[src/rtl/status_pkg.sv]
package status_pkg;
  localparam int ADC_W  = 3;
  localparam int BYTE_W = 8;
  localparam int RSVD_W = BYTE_W - ADC_W - 2;

  typedef struct packed {
    logic              por;
    logic              lock;
    logic [RSVD_W-1:0] rsvd;
    logic [ADC_W-1:0]  adc;
  } status_t;

  localparam status_t STATUS_RST = '{por: 1'b1, lock: 1'b0, rsvd: '0, adc: '0};
endpackage

[src/rtl/por_flag_reg.sv]
module por_flag_reg (
  input  logic clk_i,
  input  logic rst_ni,
  input  logic por_event_i,
  input  logic read_active_i,
  input  logic stop_i,
  output logic flag_o
);
  logic flag_q;
  logic read_stop;

  assign read_stop = stop_i & read_active_i;

  always_ff @(posedge clk_i or negedge rst_ni) begin
    if (!rst_ni)          flag_q <= 1'b1;
    else if (por_event_i) flag_q <= 1'b1;
    else if (read_stop)   flag_q <= 1'b0;
  end

  assign flag_o = flag_q;

  p_set_on_event_r2: assert property (@(posedge clk_i) disable iff (!rst_ni)
    por_event_i |=> flag_q);
  p_clear_on_read_stop_r3: assert property (@(posedge clk_i) disable iff (!rst_ni)
    (read_stop && !por_event_i) |=> !flag_q);
  p_write_stop_keeps_r4: assert property (@(posedge clk_i) disable iff (!rst_ni)
    (flag_q && stop_i && !read_active_i) |=> flag_q);
  p_sticky_r3: assert property (@(posedge clk_i) disable iff (!rst_ni)
    (flag_q && !read_stop) |=> flag_q);
endmodule

[src/rtl/lock_sync.sv]
module lock_sync #(
  parameter int STAGES = 2
) (
  input  logic clk_i,
  input  logic rst_ni,
  input  logic d_i,
  output logic q_o
);
  logic [STAGES-1:0] sync_q;

  generate
    for (genvar i = 0; i < STAGES; i++) begin : g_stage
      if (i == 0) begin : g_first
        always_ff @(posedge clk_i or negedge rst_ni) begin
          if (!rst_ni) sync_q[0] <= 1'b0;
          else         sync_q[0] <= d_i;
        end
      end else begin : g_next
        always_ff @(posedge clk_i or negedge rst_ni) begin
          if (!rst_ni) sync_q[i] <= 1'b0;
          else         sync_q[i] <= sync_q[i-1];
        end
      end
    end
  endgenerate

  assign q_o = sync_q[STAGES-1];
endmodule

[src/rtl/status_capture.sv]
module status_capture
  import status_pkg::*;
(
  input  logic             clk_i,
  input  logic             rst_ni,
  input  logic             capture_i,
  input  logic             por_i,
  input  logic             lock_i,
  input  logic [ADC_W-1:0] adc_i,
  output status_t          status_o
);
  status_t status_q;
  status_t status_d;

  always_comb begin
    status_d      = status_q;
    if (capture_i) begin
      status_d.por  = por_i;
      status_d.lock = lock_i;
      status_d.rsvd = '0;
      status_d.adc  = adc_i;
    end
  end

  always_ff @(posedge clk_i or negedge rst_ni) begin
    if (!rst_ni) status_q <= STATUS_RST;
    else         status_q <= status_d;
  end

  assign status_o = status_q;

  p_capture_fields_r6: assert property (@(posedge clk_i) disable iff (!rst_ni)
    capture_i |=> (status_q.adc == $past(adc_i)) && (status_q.por == $past(por_i))
                  && (status_q.lock == $past(lock_i)));
  p_hold_between_r8: assert property (@(posedge clk_i) disable iff (!rst_ni)
    !capture_i |=> $stable(status_q));
endmodule

[src/rtl/status_por_ctrl.sv]
module status_por_ctrl
  import status_pkg::*;
#(
  parameter int SYNC_STAGES = 2
) (
  input  logic             clk_i,
  input  logic             rst_ni,
  input  logic             por_event_i,
  input  logic             lock_i,
  input  logic [ADC_W-1:0] adc_i,
  input  logic             read_active_i,
  input  logic             byte_start_i,
  input  logic             stop_i,
  output logic [BYTE_W-1:0] status_o,
  output logic             cfg_clear_o,
  output logic             port_hiz_o
);
  logic    flag;
  logic    lock_s;
  logic    capture;
  status_t status;

  por_flag_reg u_flag (
    .clk_i         (clk_i),
    .rst_ni        (rst_ni),
    .por_event_i   (por_event_i),
    .read_active_i (read_active_i),
    .stop_i        (stop_i),
    .flag_o        (flag)
  );

  lock_sync #(.STAGES(SYNC_STAGES)) u_lock_sync (
    .clk_i  (clk_i),
    .rst_ni (rst_ni),
    .d_i    (lock_i),
    .q_o    (lock_s)
  );

  // capture only for bytes of a read transaction
  assign capture = byte_start_i & read_active_i;

  status_capture u_cap (
    .clk_i     (clk_i),
    .rst_ni    (rst_ni),
    .capture_i (capture),
    .por_i     (flag),
    .lock_i    (lock_s),
    .adc_i     (adc_i),
    .status_o  (status)
  );

  assign status_o    = status;
  assign cfg_clear_o = flag;
  assign port_hiz_o  = flag;

  p_ignore_outside_read_r9: assert property (@(posedge clk_i) disable iff (!rst_ni)
    (byte_start_i && !read_active_i) |=> $stable(status_o));
  p_rsvd_zero_r6: assert property (@(posedge clk_i) disable iff (!rst_ni)
    $past(capture) |-> (status_o[5:3] == 3'b000));
endmodule

[config.mk]
export PLATFORM = sky130hd
export DESIGN_NAME = status_por_ctrl
export DESIGN_NICKNAME = d
export VERILOG_FILES = /design/src/rtl/status_pkg.sv /design/src/rtl/por_flag_reg.sv /design/src/rtl/lock_sync.sv /design/src/rtl/status_capture.sv /design/src/rtl/status_por_ctrl.sv
export SDC_FILE = /design/constraint.sdc
export NUM_CORES = 1
export LEC_CHECK = 0
export ABC_AREA = 1
export BUFFER_PORTS_ARGS = -buffer_cell sky130_fd_sc_hd__buf_4
export CAP_MARGIN = 0
export CORE_AREA = 2 2 39 41
export CTS_BUF_LIST = sky130_fd_sc_hd__clkbuf_16
export DETAILED_ROUTE_END_ITERATION = 12
export DIE_AREA = 0 0 41 43
export PLACE_DENSITY = 0.59
export SETUP_SLACK_MARGIN = 0.15
export SKIP_CTS_REPAIR_TIMING = 1
export SYNTH_ARGS = -nofsm -noshare
export SYNTH_HDL_FRONTEND = slang
export SYNTH_SLANG_ARGS = --single-unit
export TNS_END_PERCENT = 20
[constraint.sdc]
create_clock -name clk_i -period 1.9 [get_ports clk_i]
set_input_delay 0.095 -clock clk_i [delete_from_list [all_inputs] [get_ports clk_i]]
set_output_delay 0.095 -clock clk_i [all_outputs]
set_load 0.02 [all_outputs]
==> results of run 1 <==
cell usage in the layout (no fill, tap or decap):
| cell type | n |
|---|---|
| sky130_fd_sc_hd__nand2_1 | 13 |
| sky130_fd_sc_hd__inv_1 | 1 |
| sky130_fd_sc_hd__dfstp_2 | 2 |
| sky130_fd_sc_hd__conb_1 | 3 |
| sky130_fd_sc_hd__nand2_2 | 1 |
| sky130_fd_sc_hd__clkbuf_16 | 3 |
| sky130_fd_sc_hd__dlygate4sd3_1 | 2 |
| sky130_fd_sc_hd__buf_4 | 16 |
| sky130_fd_sc_hd__nand3_1 | 5 |
| sky130_fd_sc_hd__dfrtp_1 | 6 |
cell type report:
| cell class | instances | area share |
|---|---|---|
| clock buffers | 3 | 0.1408 |
| inverters | 1 | 0.007042 |
| multi-input cells | 22 | 0.1714 |
| flip-flops and latches | 8 | 0.3803 |
| well taps | 16 | 0.03756 |
| repair buffers | 18 | 0.2629 |
flip-flops by register name, summed over array words and instances, names as in the netlist:
signal              count
u_cap.status_o          5
u_lock_sync.sync_q      1
u_lock_sync.q_o         1
u_flag.flag_o           1
worst max path at each step:
| stage | to | slack, ns | start | cells after the start |
|---|---|---|---|---|
| 2_1_floorplan | port_hiz_o | 1.06 | u_flag.flag_o$_DFFE_PN1P_ | 1 |
| 3_3_place_gp | cfg_clear_o | 1.14 | u_flag.flag_o$_DFFE_PN1P_ | 1 |
| 3_5_place_dp | port_hiz_o | 1.14 | u_flag.flag_o$_DFFE_PN1P_ | 1 |
| 4_1_cts | port_hiz_o | 0.89 | u_flag.flag_o$_DFFE_PN1P_ | 1 |
| 5_1_grt | cfg_clear_o | 0.87 | u_flag.flag_o$_DFFE_PN1P_ | 1 |
| 6_report | port_hiz_o | 0.90 | u_flag.flag_o$_DFFE_PN1P_ | 1 |
layer usage:
metal	vias up	routed length [µm]	track usage
met5	-	0	0
met4	0	16	0.08000
met3	2	68	0.06283
met2	13	316	0.1250
met1	122	210	0.06954
li1	134	-	-
where the power goes:
part           switching [µW]  internal (µW)  total (µW)  leakage, µW
registers                9.46            192         201    0.0000938
clock network            75.9            271         347    0.0000370
logic                    50.4           42.5        92.9     0.000154
total                     136            505         641     0.000285
worst min-delay path: stages:
cell	delay, ns
sky130_fd_sc_hd__buf_4	0.07
sky130_fd_sc_hd__inv_1	0.03
sky130_fd_sc_hd__nand2_1	0.05
cell families after synthesis:
| kind of cell | after synthesis |
|---|---|
| AND/OR/NAND/NOR | 19 |
| buffers and inverters | 5 |
| other | 1 |
| flip-flops | 8 |
metrics by stage:
stage	cells	power [µW]	hold slack [ns]	worst slack (ns)	utilization
floorplan	35	250.8	-0.2006	1.063	-
global placement	63	293.1	-0.08191	1.141	0.3165
detailed placement	63	294.0	-0.08426	1.138	0.3165
CTS	66	648.6	-0.3279	0.8900	0.3707
global route	68	673.6	0.05579	0.8715	0.3852
finish	68	640.8	0.05032	0.8967	0.3852
==> reports/results.md, run 1 <==
Power
* Max rail drop VDD: 0.6278 mV
* Static Leakage: 0.0002849 µW
* total power divided by cell area: 1202 mW/mm²

CTS
* buffer type at the clock tree root: sky130_fd_sc_hd__clkbuf_16
* later-pin clock latency in the skew report: 0.23 ns
* depth of the CTS H-tree: 1
* clock buffer depth: 2
* number of clock sinks: 8
* clk slew on worst S/H paths: 0.03 ns
* CTS tree: yes
* TritonCTS buffer count: 3

GRT
* remaining global-route overflow: 0
* wire length of the first global-routing pass: 890 µm
* antenna violations before repair: 0
* pin count of the biggest net entering global routing: 9
* vias in the first global route: 212
* total global-route track usage: 0.08612

Yosys
* predominant post-synthesis flop cell: sky130_fd_sc_hd__dfrtp_1
* Ys Warns: 0
* count of distinct cell types in the synthesized netlist: 8
* biggest area consumer among synthesized cells: sky130_fd_sc_hd__dfrtp_1
* fraction of synthesized cell area taken by the top area cell type: 0.4688
* Syn Inst Count: 33
* synthesized area divided by synthesized cell count: 9.706 µm²
* post-synthesis share of cell area spent on xor and xnor gates: 0
* synthesized flop and latch total: 8
* post-synthesis compound-gate area fraction: 0
* ys async rst share: 1.000
* ranking of synthesized cells by area: sky130_fd_sc_hd__dfrtp_1, sky130_fd_sc_hd__dfstp_2, sky130_fd_sc_hd__nand2_1
* sequential area share after synthesis: 0.6328
* number of flops mapped to enable cells by yosys: 0
* Synth Area in Simple Gates: 0.2500
* mux share of post-synthesis cell area: 0
* adder-cell area share of the yosys netlist: 0
* top cell types by occurrence after synthesis: sky130_fd_sc_hd__nand2_1, sky130_fd_sc_hd__dfrtp_1, sky130_fd_sc_hd__nand3_1
* main combinational cell family by area after synthesis: simple AND/OR/NAND/NOR gates
* area of the mapped netlist: 320.3 µm²
* most repeated cell in the gate-level netlist after synthesis: sky130_fd_sc_hd__nand2_1

Worst setup path
* data arrival time of the critical path: 0.91 ns
* critical path, cell by cell: buf_4
* Max stage delay on crit path: 0.54 ns
* Crit Path Class: reg -> out
* Reg2Reg Launch Point: u_flag.flag_o$_DFFE_PN1P_
* cell depth of the worst flop-to-flop path: 2
* buffering stage count on the worst path with inverters included: 1
* worst-path maximum fanout: 4
* RR Endpoint: u_cap.status_o[7]$_DFFE_PN1P_
* Worst R2R Setup Slack: 1.18 ns
* Worst Setup Start Kind: register
* Crit path max-delay family: flip-flops
* Slowest cell on crit path: sky130_fd_sc_hd__dfstp_2
* required time of the worst setup path: 1.80 ns
* endpoint kind of the worst setup timing path: primary output

Die
* die area: 0.001763 mm²
* core region area: 0.001384 mm²
* vertical extent of the die: 43 µm
* number of top-level design ports: 20
* floorplan die width: 41 µm
* number of standard-cell rows in the floorplan: 14
* initial cell density of the core: 0.2315

STA
* final hold violations: 0
* final setup skew: 0.002631 ns
* Final Max Tran Viols: 0
* Setup-failing EPs final: 0
* share of the clock period used by the worst path after layout: 0.5280
* Final TNS setup: 0 ns
* unrepaired setup endpoints after global routing: no
* minimum period implied by the final worst setup slack: 1.003 ns
* Max Clk Rate: 996.7 MHz

Drt
* initial drt markers: 3
* Final Routed Wirelength: 611 µm
* router iterations before antenna repair: 4
* total number of vias: 271
* detail-routed net length per standard cell: 8.985 µm
* Residual DRC: 0
* routed vias/inst: 3.985
* number of routed nets with antenna violations: 0

Final layout
* area used by multi-input combinational logic: 91.34 µm²
* nets@finish: 64
* Finished Cell Area: 533.0 µm²
* layout filler cell count: 143
* share of post-route cells with drive strength above 1: 0.4231
* antenna diode instance count: 0
* sequential cell area in the final layout: 202.7 µm²
* growth of design area from synthesis to finish: 66.41%

Status
* result of the run: complete, no violations

Hold path
* min-delay worst type: in -> reg
* Min-Delay Endpoint: u_flag.flag_o$_DFFE_PN1P_
* hold wc startpoint: por_event_i
* cell depth of the worst min-delay path: 3

Job
* Max Cap Violations: 0

Place
* HPWL after detailed placement: 452.3 µm
* total cell area at the placement stage: 437.9 µm²
* IO Port Bufs: 16
* RD Place Congestion: 0.6749

(Power assumes the default switching activity.)
==> run 2, diff against run 1 <==
--- a/config.mk
+++ b/config.mk
@@ -12,7 +12,7 @@
 export CTS_BUF_LIST = sky130_fd_sc_hd__clkbuf_16
 export DETAILED_ROUTE_END_ITERATION = 12
 export DIE_AREA = 0 0 41 43
-export PLACE_DENSITY = 0.59
+export PLACE_DENSITY = 0.61
 export SETUP_SLACK_MARGIN = 0.15
 export SKIP_CTS_REPAIR_TIMING = 1
 export SYNTH_ARGS = -nofsm -noshare
==> constraint.sdc (replaced) <==
create_clock -name clk_i -period 0.8 [get_ports clk_i]
set_input_delay 0.04 -clock clk_i [delete_from_list [all_inputs] [get_ports clk_i]]
set_output_delay 0.04 -clock clk_i [all_outputs]
set_load 0.02 [all_outputs]
==> run 2 against run 1 <==
Net effect:
- the run now ends with hold timing, setup timing left
- clock power grew 140%
- total power grew 150%
- clock-buffer cell count is the same
- cell area grew 5.6%
- largest cell class unchanged
- highest routed layer is now met3
==> reports/results.md, run 2 (synthesis gave the netlist of run 1 again) <==
Worst setup path
* Crit path max-delay family: flip-flops
* endpoint kind of the worst setup timing path: primary output
* required time of the worst setup path: 0.76 ns, -1.04 ns
* buffering stage count on the worst path with inverters included: 1, unchanged
* critical path, cell by cell: buf_6
* Worst Setup Start Kind: register
* data arrival time of the critical path: 0.91 ns, about the same
* Max stage delay on crit path: 0.56 ns, +0.02 ns
* Slowest cell on crit path: sky130_fd_sc_hd__dfstp_2
* worst-path maximum fanout: 4, unchanged
* Crit Path Class: reg -> out

GRT
* total global-route track usage: 0.08308, -0.003040
* remaining global-route overflow: 0, unchanged
* vias in the first global route: 235, +11%
* antenna violations before repair: 0, unchanged
* wire length of the first global-routing pass: 952 µm, +7.0%
* pin count of the biggest net entering global routing: 9, unchanged

Drt
* initial drt markers: 2, -1
* routed vias/inst: 3.942, -1.1%
* total number of vias: 272, +0.37%
* Residual DRC: 0, unchanged
* detail-routed net length per standard cell: 8.681 µm, -3.4%
* router iterations before antenna repair: 4, unchanged
* number of routed nets with antenna violations: 0, unchanged
* Final Routed Wirelength: 599 µm, -2.0%

Place
* RD Place Congestion: 0.6826, +1.1%
* IO Port Bufs: 16, unchanged
* post-place setup slack: 0.08262 ns, -1.055 ns

Power
* Tot Pwr: 1574 µW, +150%
* total power divided by cell area: 2795 mW/mm², +130%
* Max rail drop VDD: 1.221 mV, +95%
* Static Leakage: 0.0002989 µW, +4.9%

CTS
* TritonCTS buffer count: 3, unchanged
* later-pin clock latency in the skew report: 0.23 ns, about the same
* depth of the CTS H-tree: 1, unchanged
* number of clock sinks: 8, unchanged
* CTS tree: yes
* clk slew on worst S/H paths: 0.04 ns, about the same
* clock buffer depth: 2, unchanged
* buffer type at the clock tree root: sky130_fd_sc_hd__clkbuf_16

Final layout
* antenna diode instance count: 0, unchanged
* most common cell after layout, fill and taps aside: sky130_fd_sc_hd__nand2_1
* nets@finish: 64, unchanged
* share of post-route cells with drive strength above 1: 0.4151, -0.007983
* leading cell types in the layout, fill and taps excluded: sky130_fd_sc_hd__nand2_1, sky130_fd_sc_hd__buf_4, sky130_fd_sc_hd__buf_6
* area used by multi-input combinational logic: 91.34 µm², unchanged
* growth of design area from synthesis to finish: 75.78%
* sequential cell area in the final layout: 202.7 µm², unchanged
* Largest register FFs: 5, unchanged
* layout filler cell count: 149, +4.2%

STA
* post-layout worst setup margin: -0.1523 ns, -1.049 ns
* final worst hold slack: -0.005427 ns, -0.05575 ns
* unrepaired setup endpoints after global routing: yes
* Final Max Tran Viols: 0, unchanged
* Max Clk Rate: 1050 MHz
* final hold violations: 1, +1
* share of the clock period used by the worst path after layout: 1.190
* minimum period implied by the final worst setup slack: 0.9523 ns
* final setup skew: 0.003556 ns, +0.0009246 ns
* Setup-failing EPs final: 3, +3

Die
* floorplan die width: 41 µm, unchanged
* die area: 0.001763 mm², unchanged
* vertical extent of the die: 43 µm, unchanged
* core region area: 0.001384 mm², unchanged
* number of top-level design ports: 20, unchanged
* initial cell density of the core: 0.2315, unchanged
* number of standard-cell rows in the floorplan: 14, unchanged

Job
* Max Cap Violations: 0, unchanged

Status
* violated checks: hold timing, setup timing
* result of the run: complete, but fails checks

Hold path
* min-delay worst type: in -> reg

==> run 2: cell count changes in the layout (fill, tap and decap cells not counted) <==
cell                    previous run  this run
sky130_fd_sc_hd__buf_6             0         7
sky130_fd_sc_hd__buf_4            16         9
sky130_fd_sc_hd__inv_1             1         2
==> run 2: where the power goes <==
group / switching, µW / internal [µW]
combinational: 120 / 125
sequential: 27.3 / 456
clock: 195 / 651
==> run 2: metrics by stage <==
stage / area [µm²] / cells / TNS (ns) / util
global placement: 437.9 / 63 / 0 / 0.3165
detailed placement: 437.9 / 63 / 0 / 0.3165
finish: 563.0 / 69 / -0.4062 / 0.4069
floorplan: 327.8 / 35 / 0 / -
global route: 563.0 / 69 / -0.4985 / 0.4069
CTS: 516.7 / 67 / -0.4385 / 0.3734
==> run 2: final cells by class <==
class	count	share of cell area
sequential	8	0.3600
timing repair buffer	18	0.2956
multi-input combinational	22	0.1622
clock buffer	3	0.1333
tap	16	0.03556
clock inverter	1	0.006667
inverter	1	0.006667
==> run 2: layer usage <==
metal	global-route usage	vias up	share of wire
met2	0.1219	10	0.55
met4	0.06000	0	0
li1	-	136	-
met3	0.03141	0	0.075
met5	0	-	0
met1	0.09272	126	0.37
==> run 2: final timing paths <==
check,start,to,slack [ns],cells past startpoint
worst min register to register,u_lock_sync.sync_q[0]$_DFF_PN0_,u_lock_sync.q_o$_DFF_PN0_,0.35,0
worst min-delay path,por_event_i,u_flag.flag_o$_DFFE_PN1P_,-0.005,3
worst max-delay path,u_flag.flag_o$_DFFE_PN1P_,cfg_clear_o,-0.15,1
worst max register to register,u_flag.flag_o$_DFFE_PN1P_,u_cap.status_o[7]$_DFFE_PN1P_,0.05,2
max in group asynchronous,rst_ni,u_cap.status_o[7]$_DFFE_PN1P_,0.43,2
min in group asynchronous,rst_ni,u_lock_sync.sync_q[0]$_DFF_PN0_,0.16,2
==> run 3, diff against run 2 <==
--- a/config.mk
+++ b/config.mk
@@ -13,8 +13,10 @@
 export DETAILED_ROUTE_END_ITERATION = 12
 export DIE_AREA = 0 0 41 43
 export PLACE_DENSITY = 0.61
+export REMOVE_ABC_BUFFERS = 1
 export SETUP_SLACK_MARGIN = 0.15
 export SKIP_CTS_REPAIR_TIMING = 1
+export SLEW_MARGIN = 0
 export SYNTH_ARGS = -nofsm -noshare
 export SYNTH_HDL_FRONTEND = slang
 export SYNTH_SLANG_ARGS = --single-unit
==> run 3 against run 2 <==
Net effect:
- the flow finishes with violations (setup timing)
- total power shrank 0.22%
- final cell count did not move
- maximum frequency shrank 0.25%
- die area unchanged
- first-iteration DRC count rose to 3.5 times the previous value
- sequential share of layout area did not move
- combinational power about the same
- routed wire length grew 11%
- critical path depth unchanged
- critical path type unchanged
==> reports/results.md, run 3 (synthesis gave the netlist of run 1 again) <==
Place
* IO Port Bufs: 16, unchanged
* HPWL after detailed placement: 458.5 µm
* RD Place Congestion: 0.6326, -7.3%
* total cell area at the placement stage: 437.9 µm², unchanged

GRT
* total global-route track usage: 0.09220, +0.009119
* pin count of the biggest net entering global routing: 9, unchanged
* vias in the first global route: 265, +13%
* wire length of the first global-routing pass: 1028 µm, +8.0%
* remaining global-route overflow: 0, unchanged
* antenna violations before repair: 0, unchanged

Worst setup path
* Worst Setup Start Kind: register
* Crit path max-delay family: flip-flops
* buffering stage count on the worst path with inverters included: 1, unchanged
* cell depth of the worst flop-to-flop path: 2, unchanged
* critical path, cell by cell: buf_6
* data arrival time of the critical path: 0.91 ns, about the same
* cell count along the critical path: 1, unchanged
* worst-path maximum fanout: 4, unchanged
* endpoint kind of the worst setup timing path: primary output
* Slowest cell on crit path: sky130_fd_sc_hd__dfstp_2
* Max stage delay on crit path: 0.56 ns, about the same
* Crit Path Class: reg -> out
* required time of the worst setup path: 0.76 ns, about the same

Die
* die area: 0.001763 mm², unchanged
* core region area: 0.001384 mm², unchanged
* number of standard-cell rows in the floorplan: 14, unchanged
* floorplan die width: 41 µm, unchanged
* number of top-level design ports: 20, unchanged
* vertical extent of the die: 43 µm, unchanged
* initial cell density of the core: 0.2315, unchanged

Power
* switching portion of total power: 0.2161, -0.001484
* share of total power in combinational logic: 0.158, +0.002
* Seq pwr share: 0.309, +0.002
* Max rail drop VDD: 2.338 mV, +91%
* Internal Dissipation: 1231 µW, about the same
* Static Leakage: 0.0002989 µW, about the same
* net switching power: 339.3 µW, -0.90%
* clock share of power: 0.534, -0.003
* Tot Pwr: 1570 µW, -0.22%
* total power divided by cell area: 2789 mW/mm², -0.22%

CTS
* CTS tree: yes
* later-pin clock latency in the skew report: 0.23 ns, about the same
* depth of the CTS H-tree: 1, unchanged
* number of clock sinks: 8, unchanged
* TritonCTS buffer count: 3, unchanged
* clock buffer depth: 2, unchanged
* clk slew on worst S/H paths: 0.03 ns, about the same
* buffer type at the clock tree root: sky130_fd_sc_hd__clkbuf_16

Final layout
* nets@finish: 64, unchanged
* share of post-route cells with drive strength above 1: 0.4151, unchanged
* most common cell after layout, fill and taps aside: sky130_fd_sc_hd__nand2_1
* Finished Cell Area: 563.0 µm², unchanged
* growth of design area from synthesis to finish: 75.78%, unchanged
* final standard cell utilization of the core: 0.4069, unchanged
* antenna diode instance count: 0, unchanged
* leading cell types in the layout, fill and taps excluded: sky130_fd_sc_hd__nand2_1, sky130_fd_sc_hd__buf_4, sky130_fd_sc_hd__buf_6
* Largest register FFs: 5, unchanged

Drt
* Residual DRC: 0, unchanged
* initial drt markers: 7, +5
* detail-routed net length per standard cell: 9.609 µm, +11%
* routed vias/inst: 4.130, +4.8%
* Final Routed Wirelength: 663 µm, +11%
* router iterations before antenna repair: 4, unchanged
* number of routed nets with antenna violations: 0, unchanged
* total number of vias: 285, +4.8%

Status
* result of the run: complete, but fails checks
* violated checks: setup timing

STA
* Final Max Tran Viols: 0, unchanged
* share of the clock period used by the worst path after layout: 1.193, +0.002970
* final setup skew: 0.004081 ns, +0.0005250 ns
* Max Clk Rate: 1047 MHz, -0.25%
* minimum period implied by the final worst setup slack: 0.9547 ns, +0.002376 ns
* post-layout worst setup margin: -0.1547 ns, -0.002376 ns
* unrepaired setup endpoints after global routing: yes
* final hold violations: 0, -1
* Final TNS setup: -0.4125 ns, -0.006275 ns
* Setup-failing EPs final: 3, unchanged
* final worst hold slack: 0.003205 ns, +0.008632 ns

Hold path
* min-delay worst type: in -> reg
* cell depth of the worst min-delay path: 3, unchanged

Job
* Max Cap Violations: 0, unchanged

[run 3: cell counts in the layout (fill, tap and decap cells not counted)]
Identical to the previous run, type by type.
[run 3: area by class of cell]
class                      count  area, µm²
clock buffer                   3      75.07
clock inverter                 1      3.754
fill                         139      820.8
inverter                       1      3.754
multi-input combinational     22      91.34
sequential                     8      202.7
tap                           16      20.02
timing repair buffer          18      166.4
[run 3: routing by layer]
metal,track usage,part of all wire
met5,0,0
met4,0.04000,0
met3,0.07853,0.15
met2,0.1281,0.46
met1,0.09603,0.38
[run 3: worst paths after layout]
| check | from | to | slack (ns) |
|---|---|---|---|
| max | u_flag.flag_o$_DFFE_PN1P_ | cfg_clear_o | -0.15 |
| min | por_event_i | u_flag.flag_o$_DFFE_PN1P_ | 0.003 |
| max reg2reg | u_flag.flag_o$_DFFE_PN1P_ | u_cap.status_o[7]$_DFFE_PN1P_ | 0.05 |
| min reg2reg | u_lock_sync.sync_q[0]$_DFF_PN0_ | u_lock_sync.q_o$_DFF_PN0_ | 0.35 |
| max in group asynchronous | rst_ni | u_flag.flag_o$_DFFE_PN1P_ | 0.42 |
| min in group asynchronous | rst_ni | u_cap.status_o[0]$_DFFE_PN0P_ | 0.17 |
[run 3: power by group through the flow]
stage | sequential, µW | clock (µW) | combinational (µW)
floorplan | 531 | 0 | 48.6
global placement | 480 | 0 | 216
detailed placement | 482 | 0 | 217
CTS | 478 | 863 | 219
global route | 489 | 874 | 271
finish | 485 | 838 | 247
[run 3: per-stage QoR]
step | instances | setup slack [ns]
after global routing | 69 | -0.1728
after detailed placement | 63 | 0.07644
final | 69 | -0.1547
after floorplan | 31 | -0.06499
after CTS | 67 | -0.1625
after global placement | 63 | 0.08629
